==> src/rtl/mst_pkg.sv <==
package mst_pkg;

    localparam int ADDR_W  = 5;
    localparam int DATA_W  = 16;
    localparam int CTL_N   = 4;
    localparam int STS_N   = 4;
    localparam int IDX_W   = 2;
    localparam int PRE_MIN = 32;
    localparam int PRE_W   = $clog2(PRE_MIN + 1);
    localparam int CNT_W   = $clog2(DATA_W);

    localparam logic [1:0] OPC_RD = 2'b10;
    localparam logic [1:0] OPC_WR = 2'b01;

    typedef enum logic [2:0] {
        ST_HUNT,
        ST_START,
        ST_OPC,
        ST_DEVAD,
        ST_REGAD,
        ST_TURN,
        ST_DATA
    } mst_state_e;

    typedef enum logic [1:0] {
        SLOT_NONE,
        SLOT_CTL,
        SLOT_STS
    } slot_kind_e;

    typedef struct packed {
        slot_kind_e        kind;
        logic [IDX_W-1:0]  idx;
    } slot_t;

    function automatic slot_t map_addr(input logic [ADDR_W-1:0] a);
        slot_t s;
        s.kind = SLOT_NONE;
        s.idx  = '0;
        case (a)
            5'd0:  begin s.kind = SLOT_CTL; s.idx = 2'd0; end
            5'd4:  begin s.kind = SLOT_CTL; s.idx = 2'd1; end
            5'd29: begin s.kind = SLOT_CTL; s.idx = 2'd2; end
            5'd31: begin s.kind = SLOT_CTL; s.idx = 2'd3; end
            5'd1:  begin s.kind = SLOT_STS; s.idx = 2'd0; end
            5'd2:  begin s.kind = SLOT_STS; s.idx = 2'd1; end
            5'd3:  begin s.kind = SLOT_STS; s.idx = 2'd2; end
            5'd5:  begin s.kind = SLOT_STS; s.idx = 2'd3; end
            default: ;
        endcase
        return s;
    endfunction

endpackage

==> src/rtl/mst_sync_edge.sv <==
module mst_sync_edge #(
    parameter int STAGES = 2
) (
    input  logic clk,
    input  logic rst_n,
    input  logic mdc_i,
    input  logic mdio_i,
    output logic rise_o,
    output logic bit_o
);

    logic [STAGES-1:0] mdc_s;
    logic [STAGES-1:0] dat_s;
    logic              mdc_q;

    always_ff @(posedge clk or negedge rst_n) begin
        if (!rst_n) begin
            mdc_s <= '0;
            dat_s <= '0;
            mdc_q <= 1'b0;
        end else begin
            mdc_s <= {mdc_s[STAGES-2:0], mdc_i};
            dat_s <= {dat_s[STAGES-2:0], mdio_i};
            mdc_q <= mdc_s[STAGES-1];
        end
    end

    assign rise_o = mdc_s[STAGES-1] & ~mdc_q;
    assign bit_o  = dat_s[STAGES-1];

endmodule

==> src/rtl/mst_frame_fsm.sv <==
module mst_frame_fsm
    import mst_pkg::*;
(
    input  logic              clk,
    input  logic              rst_n,
    input  logic              rise_i,
    input  logic              bit_i,
    input  logic [ADDR_W-1:0] dev_addr_i,
    input  logic [DATA_W-1:0] rd_data_i,
    output logic [ADDR_W-1:0] rd_addr_o,
    output logic              wr_en_o,
    output logic [ADDR_W-1:0] wr_addr_o,
    output logic [DATA_W-1:0] wr_data_o,
    output logic              mdio_o,
    output logic              mdio_oe_o,
    output mst_state_e        state_o
);

    mst_state_e        st, st_n;
    logic [PRE_W-1:0]  pre_cnt;
    logic [CNT_W-1:0]  cnt;
    logic [DATA_W-1:0] sh;
    logic              is_rd;
    logic              hit;
    logic [ADDR_W-1:0] regad;
    logic [1:0]        opc_now;
    logic [ADDR_W-1:0] fld_now;

    assign opc_now = {sh[0], bit_i};
    assign fld_now = {sh[ADDR_W-2:0], bit_i};

    // next-state selection, evaluated on each detected clock rise
    always_comb begin
        st_n = st;
        if (rise_i) begin
            unique case (st)
                ST_HUNT:  if (!bit_i && pre_cnt == PRE_W'(PRE_MIN)) st_n = ST_START;
                ST_START: st_n = bit_i ? ST_OPC : ST_HUNT;
                ST_OPC:   if (cnt == CNT_W'(1))
                              st_n = (opc_now == OPC_RD || opc_now == OPC_WR) ? ST_DEVAD : ST_HUNT;
                ST_DEVAD: if (cnt == CNT_W'(ADDR_W - 1)) st_n = ST_REGAD;
                ST_REGAD: if (cnt == CNT_W'(ADDR_W - 1)) st_n = ST_TURN;
                ST_TURN:  if (cnt == CNT_W'(1)) st_n = ST_DATA;
                ST_DATA:  if (cnt == CNT_W'(DATA_W - 1)) st_n = ST_HUNT;
                default:  st_n = ST_HUNT;
            endcase
        end
    end

    // state register and frame datapath
    always_ff @(posedge clk or negedge rst_n) begin
        if (!rst_n) begin
            st        <= ST_HUNT;
            pre_cnt   <= '0;
            cnt       <= '0;
            sh        <= '0;
            is_rd     <= 1'b0;
            hit       <= 1'b0;
            regad     <= '0;
            wr_en_o   <= 1'b0;
            wr_addr_o <= '0;
            wr_data_o <= '0;
        end else begin
            wr_en_o <= 1'b0;
            if (rise_i) begin
                st  <= st_n;
                cnt <= (st_n != st) ? '0 : cnt + CNT_W'(1);
                unique case (st)
                    ST_HUNT: begin
                        if (!bit_i)
                            pre_cnt <= '0;
                        else if (pre_cnt != PRE_W'(PRE_MIN))
                            pre_cnt <= pre_cnt + PRE_W'(1);
                    end
                    ST_START: pre_cnt <= '0;
                    ST_OPC: begin
                        sh <= {sh[DATA_W-2:0], bit_i};
                        if (cnt == CNT_W'(1)) is_rd <= (opc_now == OPC_RD);
                    end
                    ST_DEVAD: begin
                        sh <= {sh[DATA_W-2:0], bit_i};
                        if (cnt == CNT_W'(ADDR_W - 1)) hit <= (fld_now == dev_addr_i);
                    end
                    ST_REGAD: begin
                        sh <= {sh[DATA_W-2:0], bit_i};
                        if (cnt == CNT_W'(ADDR_W - 1)) regad <= fld_now;
                    end
                    ST_TURN: begin
                        if (cnt == CNT_W'(1)) sh <= rd_data_i;
                    end
                    ST_DATA: begin
                        sh <= {sh[DATA_W-2:0], bit_i};
                        if (cnt == CNT_W'(DATA_W - 1) && !is_rd && hit) begin
                            wr_en_o   <= 1'b1;
                            wr_addr_o <= regad;
                            wr_data_o <= {sh[DATA_W-2:0], bit_i};
                        end
                    end
                    default: ;
                endcase
            end
        end
    end

    // line control derived from the current state
    always_comb begin
        mdio_oe_o = 1'b0;
        mdio_o    = 1'b0;
        unique case (st)
            ST_TURN: mdio_oe_o = hit && is_rd && (cnt == CNT_W'(1));
            ST_DATA: begin
                mdio_oe_o = hit && is_rd;
                mdio_o    = sh[DATA_W-1];
            end
            default: ;
        endcase
    end

    assign rd_addr_o = regad;
    assign state_o   = st;

endmodule

==> src/rtl/mst_regfile.sv <==
module mst_regfile
    import mst_pkg::*;
#(
    parameter logic [CTL_N*DATA_W-1:0] CTL_RST = '0
) (
    input  logic                    clk,
    input  logic                    rst_n,
    input  logic                    wr_en_i,
    input  logic [ADDR_W-1:0]       wr_addr_i,
    input  logic [DATA_W-1:0]       wr_data_i,
    input  logic [ADDR_W-1:0]       rd_addr_i,
    input  logic [STS_N*DATA_W-1:0] sts_i,
    output logic [DATA_W-1:0]       rd_data_o,
    output logic [CTL_N*DATA_W-1:0] ctl_q_o,
    output logic [CTL_N-1:0]        ctl_wr_o
);

    slot_t             ws;
    slot_t             rs;
    logic [DATA_W-1:0] ctl_r [CTL_N];

    assign ws = map_addr(wr_addr_i);
    assign rs = map_addr(rd_addr_i);

    for (genvar g = 0; g < CTL_N; g++) begin : g_ctl
        assign ctl_wr_o[g] = wr_en_i && (ws.kind == SLOT_CTL) && (ws.idx == IDX_W'(g));

        always_ff @(posedge clk or negedge rst_n) begin
            if (!rst_n)
                ctl_r[g] <= CTL_RST[g*DATA_W +: DATA_W];
            else if (ctl_wr_o[g])
                ctl_r[g] <= wr_data_i;
        end

        assign ctl_q_o[g*DATA_W +: DATA_W] = ctl_r[g];
    end

    always_comb begin
        unique case (rs.kind)
            SLOT_CTL: rd_data_o = ctl_r[rs.idx];
            SLOT_STS: rd_data_o = sts_i[rs.idx*DATA_W +: DATA_W];
            default:  rd_data_o = '0;
        endcase
    end

endmodule

==> src/rtl/mgmt_serial_target.sv <==
module mgmt_serial_target #(
    parameter int SYNC_STAGES = 2,
    parameter logic [mst_pkg::CTL_N*mst_pkg::DATA_W-1:0] CTL_RST = 64'h0000_0000_01E1_1140
) (
    input  logic                                      clk,
    input  logic                                      rst_n,
    input  logic                                      mdc_i,
    input  logic                                      mdio_i,
    output logic                                      mdio_o,
    output logic                                      mdio_oe_o,
    input  logic [mst_pkg::ADDR_W-1:0]                dev_addr_i,
    input  logic [mst_pkg::STS_N*mst_pkg::DATA_W-1:0] sts_i,
    output logic [mst_pkg::CTL_N*mst_pkg::DATA_W-1:0] ctl_q_o,
    output logic [mst_pkg::CTL_N-1:0]                 ctl_wr_o
);

    import mst_pkg::*;

    logic              w_rise;
    logic              w_bit;
    logic [ADDR_W-1:0] w_rd_addr;
    logic [DATA_W-1:0] w_rd_data;
    logic              w_wr_en;
    logic [ADDR_W-1:0] w_wr_addr;
    logic [DATA_W-1:0] w_wr_data;
    mst_state_e        fsm_st;

    mst_sync_edge #(.STAGES(SYNC_STAGES)) u_sync (
        .clk    (clk),
        .rst_n  (rst_n),
        .mdc_i  (mdc_i),
        .mdio_i (mdio_i),
        .rise_o (w_rise),
        .bit_o  (w_bit)
    );

    mst_frame_fsm u_fsm (
        .clk        (clk),
        .rst_n      (rst_n),
        .rise_i     (w_rise),
        .bit_i      (w_bit),
        .dev_addr_i (dev_addr_i),
        .rd_data_i  (w_rd_data),
        .rd_addr_o  (w_rd_addr),
        .wr_en_o    (w_wr_en),
        .wr_addr_o  (w_wr_addr),
        .wr_data_o  (w_wr_data),
        .mdio_o     (mdio_o),
        .mdio_oe_o  (mdio_oe_o),
        .state_o    (fsm_st)
    );

    mst_regfile #(.CTL_RST(CTL_RST)) u_regs (
        .clk       (clk),
        .rst_n     (rst_n),
        .wr_en_i   (w_wr_en),
        .wr_addr_i (w_wr_addr),
        .wr_data_i (w_wr_data),
        .rd_addr_i (w_rd_addr),
        .sts_i     (sts_i),
        .rd_data_o (w_rd_data),
        .ctl_q_o   (ctl_q_o),
        .ctl_wr_o  (ctl_wr_o)
    );

endmodule

==> config.mk <==
export PLATFORM = sky130hd
export DESIGN_NAME = mgmt_serial_target
export DESIGN_NICKNAME = d
export VERILOG_FILES = /design/src/rtl/mst_pkg.sv /design/src/rtl/mst_sync_edge.sv /design/src/rtl/mst_frame_fsm.sv /design/src/rtl/mst_regfile.sv /design/src/rtl/mgmt_serial_target.sv
export SDC_FILE = /design/constraint.sdc
export NUM_CORES = 1
export LEC_CHECK = 0
export ABC_AREA = 1
export BUFFER_PORTS_ARGS = -buffer_cell sky130_fd_sc_hd__buf_2
export CELL_PAD_IN_SITES_DETAIL_PLACEMENT = 0
export CELL_PAD_IN_SITES_GLOBAL_PLACEMENT = 1
export CORE_MARGIN = 4
export CORE_UTILIZATION = 44
export DETAILED_ROUTE_END_ITERATION = 8
export PLACE_DENSITY = 0.89
export SLEW_MARGIN = 20
export SYNTH_ARGS = -nofsm -noshare
export SYNTH_HDL_FRONTEND = slang
export SYNTH_SLANG_ARGS = --single-unit
==> constraint.sdc <==
create_clock -name clk -period 3.7 [get_ports clk]
set_input_delay 0.37 -clock clk [delete_from_list [all_inputs] [get_ports clk]]
set_output_delay 0.37 -clock clk [all_outputs]
set_load 0.03 [all_outputs]
==> results.py, run 1 <==
metrics = {
    "outcome": {
        "status": "finished, final reports clean",
    },
    "global_route": {
        "grt_max_degree": 68,
        "grt_overflow": 0,
        "antenna_found_initial": 0,
        "grt_usage": 0.228,
        "grt_pass1_wl_mm": 35.6,
        "grt_pass1_vias": 6825,
    },
    "placement": {
        "globalplace.congestion": 0.875,
        "pre_cts_slack_ps": 1140,
        "io_buffers": 142,
        "dp.final_hpwl_mm": 15.9,
        "postPlaceCellArea_mm2": 0.00836,
    },
    "timing": {
        "worst_slew_pin_slew_ps": 980,
        "hold_viol": 0,
        "period_needed_ps": 2610,
        "finalCritPeriodShare": 0.706,
        "fmax_mhz": 383,
        "finalClockSkew_ps": 4.65,
        "fin_setup_tns_ps": 0,
        "rsz0062_at_grt": "no",
        "setup_ws_ps": 1090,
        "slew_viol_final": 0,
        "max-slew-margin-rel": 0.346,
        "finalSetupViolCount": 0,
        "holdWs_ps": 51.7,
    },
    "final_layout": {
        "nets": 1214,
        "drive_gt1_frac": 0.233,
        "post-route-util": 0.536,
        "final_cell_mix": "inv_1, nand3_1, nand2_1, buf_2, dfrtp_1",
        "stdcell_area_mm2": 0.00899,
        "area_growth_pct": 18.4,
        "antenna_cells": 0,
        "final_common_cell": "inv_1",
    },
    "power": {
        "internal-power_uw": 2630,
        "p_leak_uw": 0.00463,
        "ir_drop_v": 0.000304,
        "p_sw_frac": 0.228,
        "switchingPower_uw": 777,
        "pwr-share-comb": 0.050,
        "clkPwrFrac": 0.526,
        "power.density_mw_per_mm2": 379,
        "p_seq_frac": 0.423,
    },
    "drt": {
        "final_antenna_net_count": 0,
        "drc": 0,
        "drt_iter0_drc": 523,
        "drt_first_pass_iters": 5,
        "vias_per_cell": 5.19,
        "post_drt_wl_per_cell_um": 16.2,
        "vias": 7084,
        "finalWirelength_mm": 22.1,
    },
    "floorplanning": {
        "start_util": 0.453,
        "die_width_um": 139,
        "die-area_mm2": 0.0194,
        "die_h_um": 139,
        "pin_count": 143,
        "rows": 47,
        "core_mm2": 0.0168,
    },
    "clock_network": {
        "numCtsBuffers": 17,
        "cts-htree-levels": 4,
        "cts_resized": 0,
        "hold_buffers": 0,
        "clk_pin_slew_ps": 60,
        "cts_max_path_buffers": 2,
        "clkSinkCount": 127,
        "postCtsSetupRepairBufs": 0,
        "cts_root_buf": "clkbuf_16",
        "cts_tree": "done",
        "clk_latency_ps": 420,
    },
    "worst_setup_path": {
        "slowest_delay_ps": 450,
        "r2r_cells": 10,
        "setup.worst_path.end_class": "primary output",
        "cp_data_required_time_ps": 3330,
        "arrival_ps": 2240,
        "cp_slowest_cell": "dfrtp_1",
        "r2r-start": "u_fsm.rd_addr_o[0]",
        "cp_cell_sequence": "nand4_1 > o31ai_1 > a21oi_2 > inv_2 > nor2_4 > buf_4 > buf_2",
        "worstPathMaxFanout": 33,
        "crit_type": "reg2out",
        "rrSetupSlack_ps": 1100,
        "start_kind": "register",
        "reg2reg_to": "u_fsm.sh[2]",
    },
    "synth": {
        "synthArstFlopShare": 1.00,
        "yosysSeqAreaShare": 0.420,
        "ys.flop_type": "dfrtp_1",
        "netlist_instances": 1011,
        "avgSynthCellArea_um2": 7.51,
        "synth_edf_count": 0,
        "ys_types": 37,
        "syn_area_mm2": 0.00759,
        "syn_nets": 1093,
        "synth-seq-cells": 127,
        "synth_warnings": 0,
    },
    "hold_path": {
        "min_path_cells": 1,
        "hold_end": "u_sync.dat_s[0]",
        "hp-class": "in2reg",
        "hold_start": "mdio_i",
    },
    "job": {
        "max_cap_violations": 0,
    },
}
==> stage by stage <==
step / total power, µW / std cells
after CTS: 3440 / 1365
final: 3410 / 1365
after global routing: 3540 / 1365
after detailed placement: 1640 / 1333
after global placement: 1640 / 1333
after floorplan: 1550 / 1011
==> power groups by stage <==
stage          logic (µW)  clock network [µW]  registers, µW
5_1_grt               201                1890           1450
4_1_cts               175                1820           1440
6_report              171                1800           1440
2_1_floorplan        87.6                   0           1460
3_5_place_dp          174                   0           1470
3_3_place_gp          172                   0           1470
==> cells by family (layout without fill, tap and decap cells) <==
kind of cell,count (synthesis),count (layout),synth area share
DFF,127,127,0.420
AOI/OAI and AO/OA,150,150,0.110
xor gates and xnor gates,7,7,0.00808
adders and majority gates,9,9,0.0148
buffers and inverters,259,393,0.145
and+or+nand+nor,459,459,0.302
==> worst max-delay path, delay by kind of cell (launching register included) <==
kind	cells	cell delay [ps]
buffers and inverters	3	690
DFF	1	450
and+or+nand+nor	2	260
AOI/OAI and AO/OA	2	420
==> layout make-up <==
class                      instances  area, µm²
clock inverter                    13        186
fill                            1647       7770
tap                              220        275
multi-input combinational        625       3300
inverter                         204        766
timing repair buffer             157        826
clock buffer                      19        443
sequential                       127       3190
==> cell usage after synthesis (5+ instances only) <==
master      n  share of area
nand3b_1   16          0.016
nand2_2     5         0.0041
buf_4       8         0.0079
inv_1     194          0.096
buf_6      10          0.015
nand3_2    30          0.040
nand4_1     5         0.0041
nand2_1   172          0.085
nor3_1      7         0.0046
nor2_1     27          0.013
buf_2      18          0.012
a21oi_1    26          0.017
o21ai_1    73          0.048
a21oi_2    11          0.013
inv_2       9         0.0045
nand3_1   186           0.12
dfstp_2     8          0.028
o21ai_0    32          0.021
ha_1        9          0.015
clkbuf_1   18         0.0089
dfrtp_1   119           0.39
==> worst max path at each step <==
stage | start | to | cells past startpoint
2_1_floorplan | u_fsm.rd_addr_o[4] | u_fsm.sh[15] | 15
3_3_place_gp | u_fsm.rd_addr_o[0] | u_fsm.sh[0] | 11
3_5_place_dp | u_fsm.rd_addr_o[0] | u_fsm.sh[6] | 10
4_1_cts | u_fsm.wr_addr_o[0] | ctl_wr_o[2] | 7
5_1_grt | u_fsm.rd_addr_o[0] | u_fsm.sh[5] | 10
6_report | u_fsm.wr_addr_o[0] | ctl_wr_o[2] | 7
==> registers in the layout, indices dropped and copies added (netlist names) <==
signal and flops:
u_sync.dat_s 2, u_fsm.wr_addr_o 5, u_fsm.cnt 4, u_fsm.rd_addr_o 5, u_regs.ctl_q_o 64, u_fsm.state_o 3, u_fsm.is_rd 1, u_fsm.wr_en_o 1
u_fsm.hit 1, u_sync.mdc_q 1, u_fsm.pre_cnt 6, u_fsm.wr_data_o 16, u_sync.mdc_s 2, u_fsm.sh 16
==> layer usage <==
layer,vias up,track usage,share of wire
met3,50,0.0477,0.064
met4,0,0.0973,0.036
li1,3472,-,-
met5,-,0,0
met1,3308,0.272,0.39
met2,254,0.400,0.51
No activity file was read; power rests on OpenSTA's default activity.
==> run 2: changes to the inputs <==
Settings changed: CORE_UTILIZATION 44 to 37, PLACE_DENSITY 0.89 to 0.8.
Clock period 3.7 ns to 2.16 ns, I/O delays scaled along.
==> run 2 against run 1 <==
Net effect:
- routed wire length increased by 5.5%
- combinational power up 100%
- core utilization decreased by 5.2 points
- worst setup slack got worse by 1100 ps
- sequential cell count is the same
- non-clock buffer count is 46 higher
- critical path depth is the same
- first-iteration DRC count is 11% lower
- via count grew 1.6%
- sequential power increased by 72%
- sequential share of layout area decreased by 2.9 points
- critical path type unchanged
- critical endpoint unchanged
==> results.py, run 2 (synthesis gave the netlist of run 1 again) <==
metrics = {
    "worst_setup_path": {
        "cp_slowest_cell": "dfrtp_1",
        "start_kind": "register",
        "cp_data_required_time_ps": 1940,
        "worstPathMaxFanout": 4,
        "arrival_ps": 1930,
        "setup.worst_path.end_class": "primary output",
        "crit_type": "reg2out",
        "critPathLaunch": "u_fsm.wr_addr_o[3]",
        "r2r-start": "u_fsm.rd_addr_o[0]",
        "slowest_delay_ps": 400,
        "cp_cell_sequence": "nor2_2 > inv_2 > o31ai_4 > buf_4 > nand3_4 > nor2_4 > buf_6",
    },
    "global_route": {
        "grt_usage": 0.204,
        "grt_pass1_wl_mm": 36.4,
        "grt_max_degree": 58,
        "grt_overflow": 0,
        "antenna_found_initial": 0,
        "grt_pass1_vias": 7078,
    },
    "hold_path": {
        "hold_start": "dev_addr_i[4]",
        "hp-class": "in2reg",
    },
    "drt": {
        "final_antenna_net_count": 0,
        "post_drt_wl_per_cell_um": 16.0,
        "drt_iter0_drc": 466,
        "vias": 7196,
        "finalWirelength_mm": 23.3,
        "drc": 0,
        "vias_per_cell": 4.93,
        "drt_first_pass_iters": 5,
    },
    "placement": {
        "dp.final_hpwl_mm": 16.6,
        "io_buffers": 142,
        "postPlaceCellArea_mm2": 0.00880,
        "pre_cts_slack_ps": 33.4,
        "globalplace.congestion": 0.885,
    },
    "clock_network": {
        "clk_pin_slew_ps": 60,
        "clk_latency_ps": 430,
        "numCtsBuffers": 17,
        "cts_max_path_buffers": 2,
        "cts-htree-levels": 4,
        "clkSinkCount": 127,
        "cts_root_buf": "clkbuf_16",
        "cts_tree": "done",
    },
    "floorplanning": {
        "core_mm2": 0.0202,
        "die_h_um": 151,
        "rows": 52,
        "die_width_um": 151,
        "start_util": 0.375,
        "die-area_mm2": 0.0229,
        "pin_count": 143,
    },
    "timing": {
        "finalCritPeriodShare": 0.993,
        "period_needed_ps": 2140,
        "finalClockSkew_ps": 12.0,
        "setup_ws_ps": 15.4,
        "finalSetupViolCount": 0,
        "fin_setup_tns_ps": 0,
        "hold_viol": 0,
        "fmax_mhz": 466,
        "rsz0062_at_grt": "yes",
        "worst_slew_pin_slew_ps": 440,
        "max-slew-margin-rel": 0.707,
        "slew_viol_final": 0,
    },
    "power": {
        "power.density_mw_per_mm2": 615,
        "ir_drop_v": 0.000546,
        "p_leak_uw": 0.00498,
        "power_uw": 6030,
    },
    "final_layout": {
        "largest_reg_flops": 64,
        "seqCellArea_mm2": 0.00319,
        "area_growth_pct": 29.2,
        "final_cell_mix": "inv_1, nand3_1, nand2_1, buf_2, dfrtp_1",
        "multi_input_area_mm2": 0.00344,
        "drive_gt1_frac": 0.277,
        "stdcell_area_mm2": 0.00981,
        "nets": 1260,
        "final_common_cell": "inv_1",
        "fillCellCount": 2011,
        "antenna_cells": 0,
    },
    "outcome": {
        "status": "finished, final reports clean",
    },
    "job": {
        "max_cap_violations": 0,
    },
}
## run 2: changes by cell type in the layout (fill, tap and decap cells not counted), moves of 3 or more
cell           change
nand2_1            -4
dfrtp_1            -3
buf_4             +26
buf_12            +12
buf_2              -5
buf_6              +8
nor2_1             -3
dlygate4sd3_1      +3
dfrtp_2            +3
## run 2: per-layer routing
metal | global-route usage | share of wire | up-vias | wire [µm]
met5 | 0 | 0 | - | 0
met4 | 0.0603 | 0.022 | 0 | 519
met3 | 0.0440 | 0.057 | 32 | 1330
met2 | 0.362 | 0.51 | 208 | 11800
met1 | 0.248 | 0.41 | 3395 | 9660
li1 | - | - | 3561 | -
## run 2: final cells by class
cell class | count | share of cell area
flip-flops and latches | 127 | 0.326
repair buffers | 203 | 0.143
well taps | 270 | 0.0345
inverters | 204 | 0.0789
clock inverters | 13 | 0.0216
multi-input cells | 625 | 0.351
clock buffers | 19 | 0.0452
## run 2: power by group
group	leakage, µW	switching, µW	internal (µW)
Clock	0.000306	1130	2080
Combinational	0.00305	196	149
Sequential	0.00163	50.3	2420
## run 2: timing repair
action / CTS / global route
hold buffers: 3 / 0
endpoints found under the setup margin: 5 / 21
pin swaps: 5 / 9
hold endpoints to repair: 25 / 0
setup buffers: 3 / 8
cloned: 0 / 2
resized for setup: 11 / 42
## run 2: final timing paths
| check | to | slack [ps] | depth (start not counted) |
|---|---|---|---|
| worst max register to register | u_fsm.sh[1] | 120 | 13 |
| worst min-delay path | u_fsm.hit | 100 | 4 |
| worst min register to register | u_sync.mdc_s[1] | 350 | 0 |
| max in group asynchronous | u_regs.ctl_q_o[21] | 1190 | 3 |
| min in group asynchronous | u_regs.ctl_q_o[57] | 260 | 2 |
| worst max-delay path | ctl_wr_o[2] | 20 | 7 |
## run 2: stage by stage
step	std cells	hold WS, ps	utilization
2_1_floorplan	1011	-79.6	-
3_3_place_gp	1413	170	0.435
3_5_place_dp	1413	173	0.435
4_1_cts	1451	93.8	0.472
5_1_grt	1461	134	0.485
6_report	1461	101	0.485
## run 2: worst max-delay path: cells and delay by family (launching register included)
family | cells | cell delay, ps
AOI/OAI and AO/OA | 1 | 260
buffers and inverters | 3 | 400
and+or+nand+nor | 3 | 420
DFF | 1 | 400
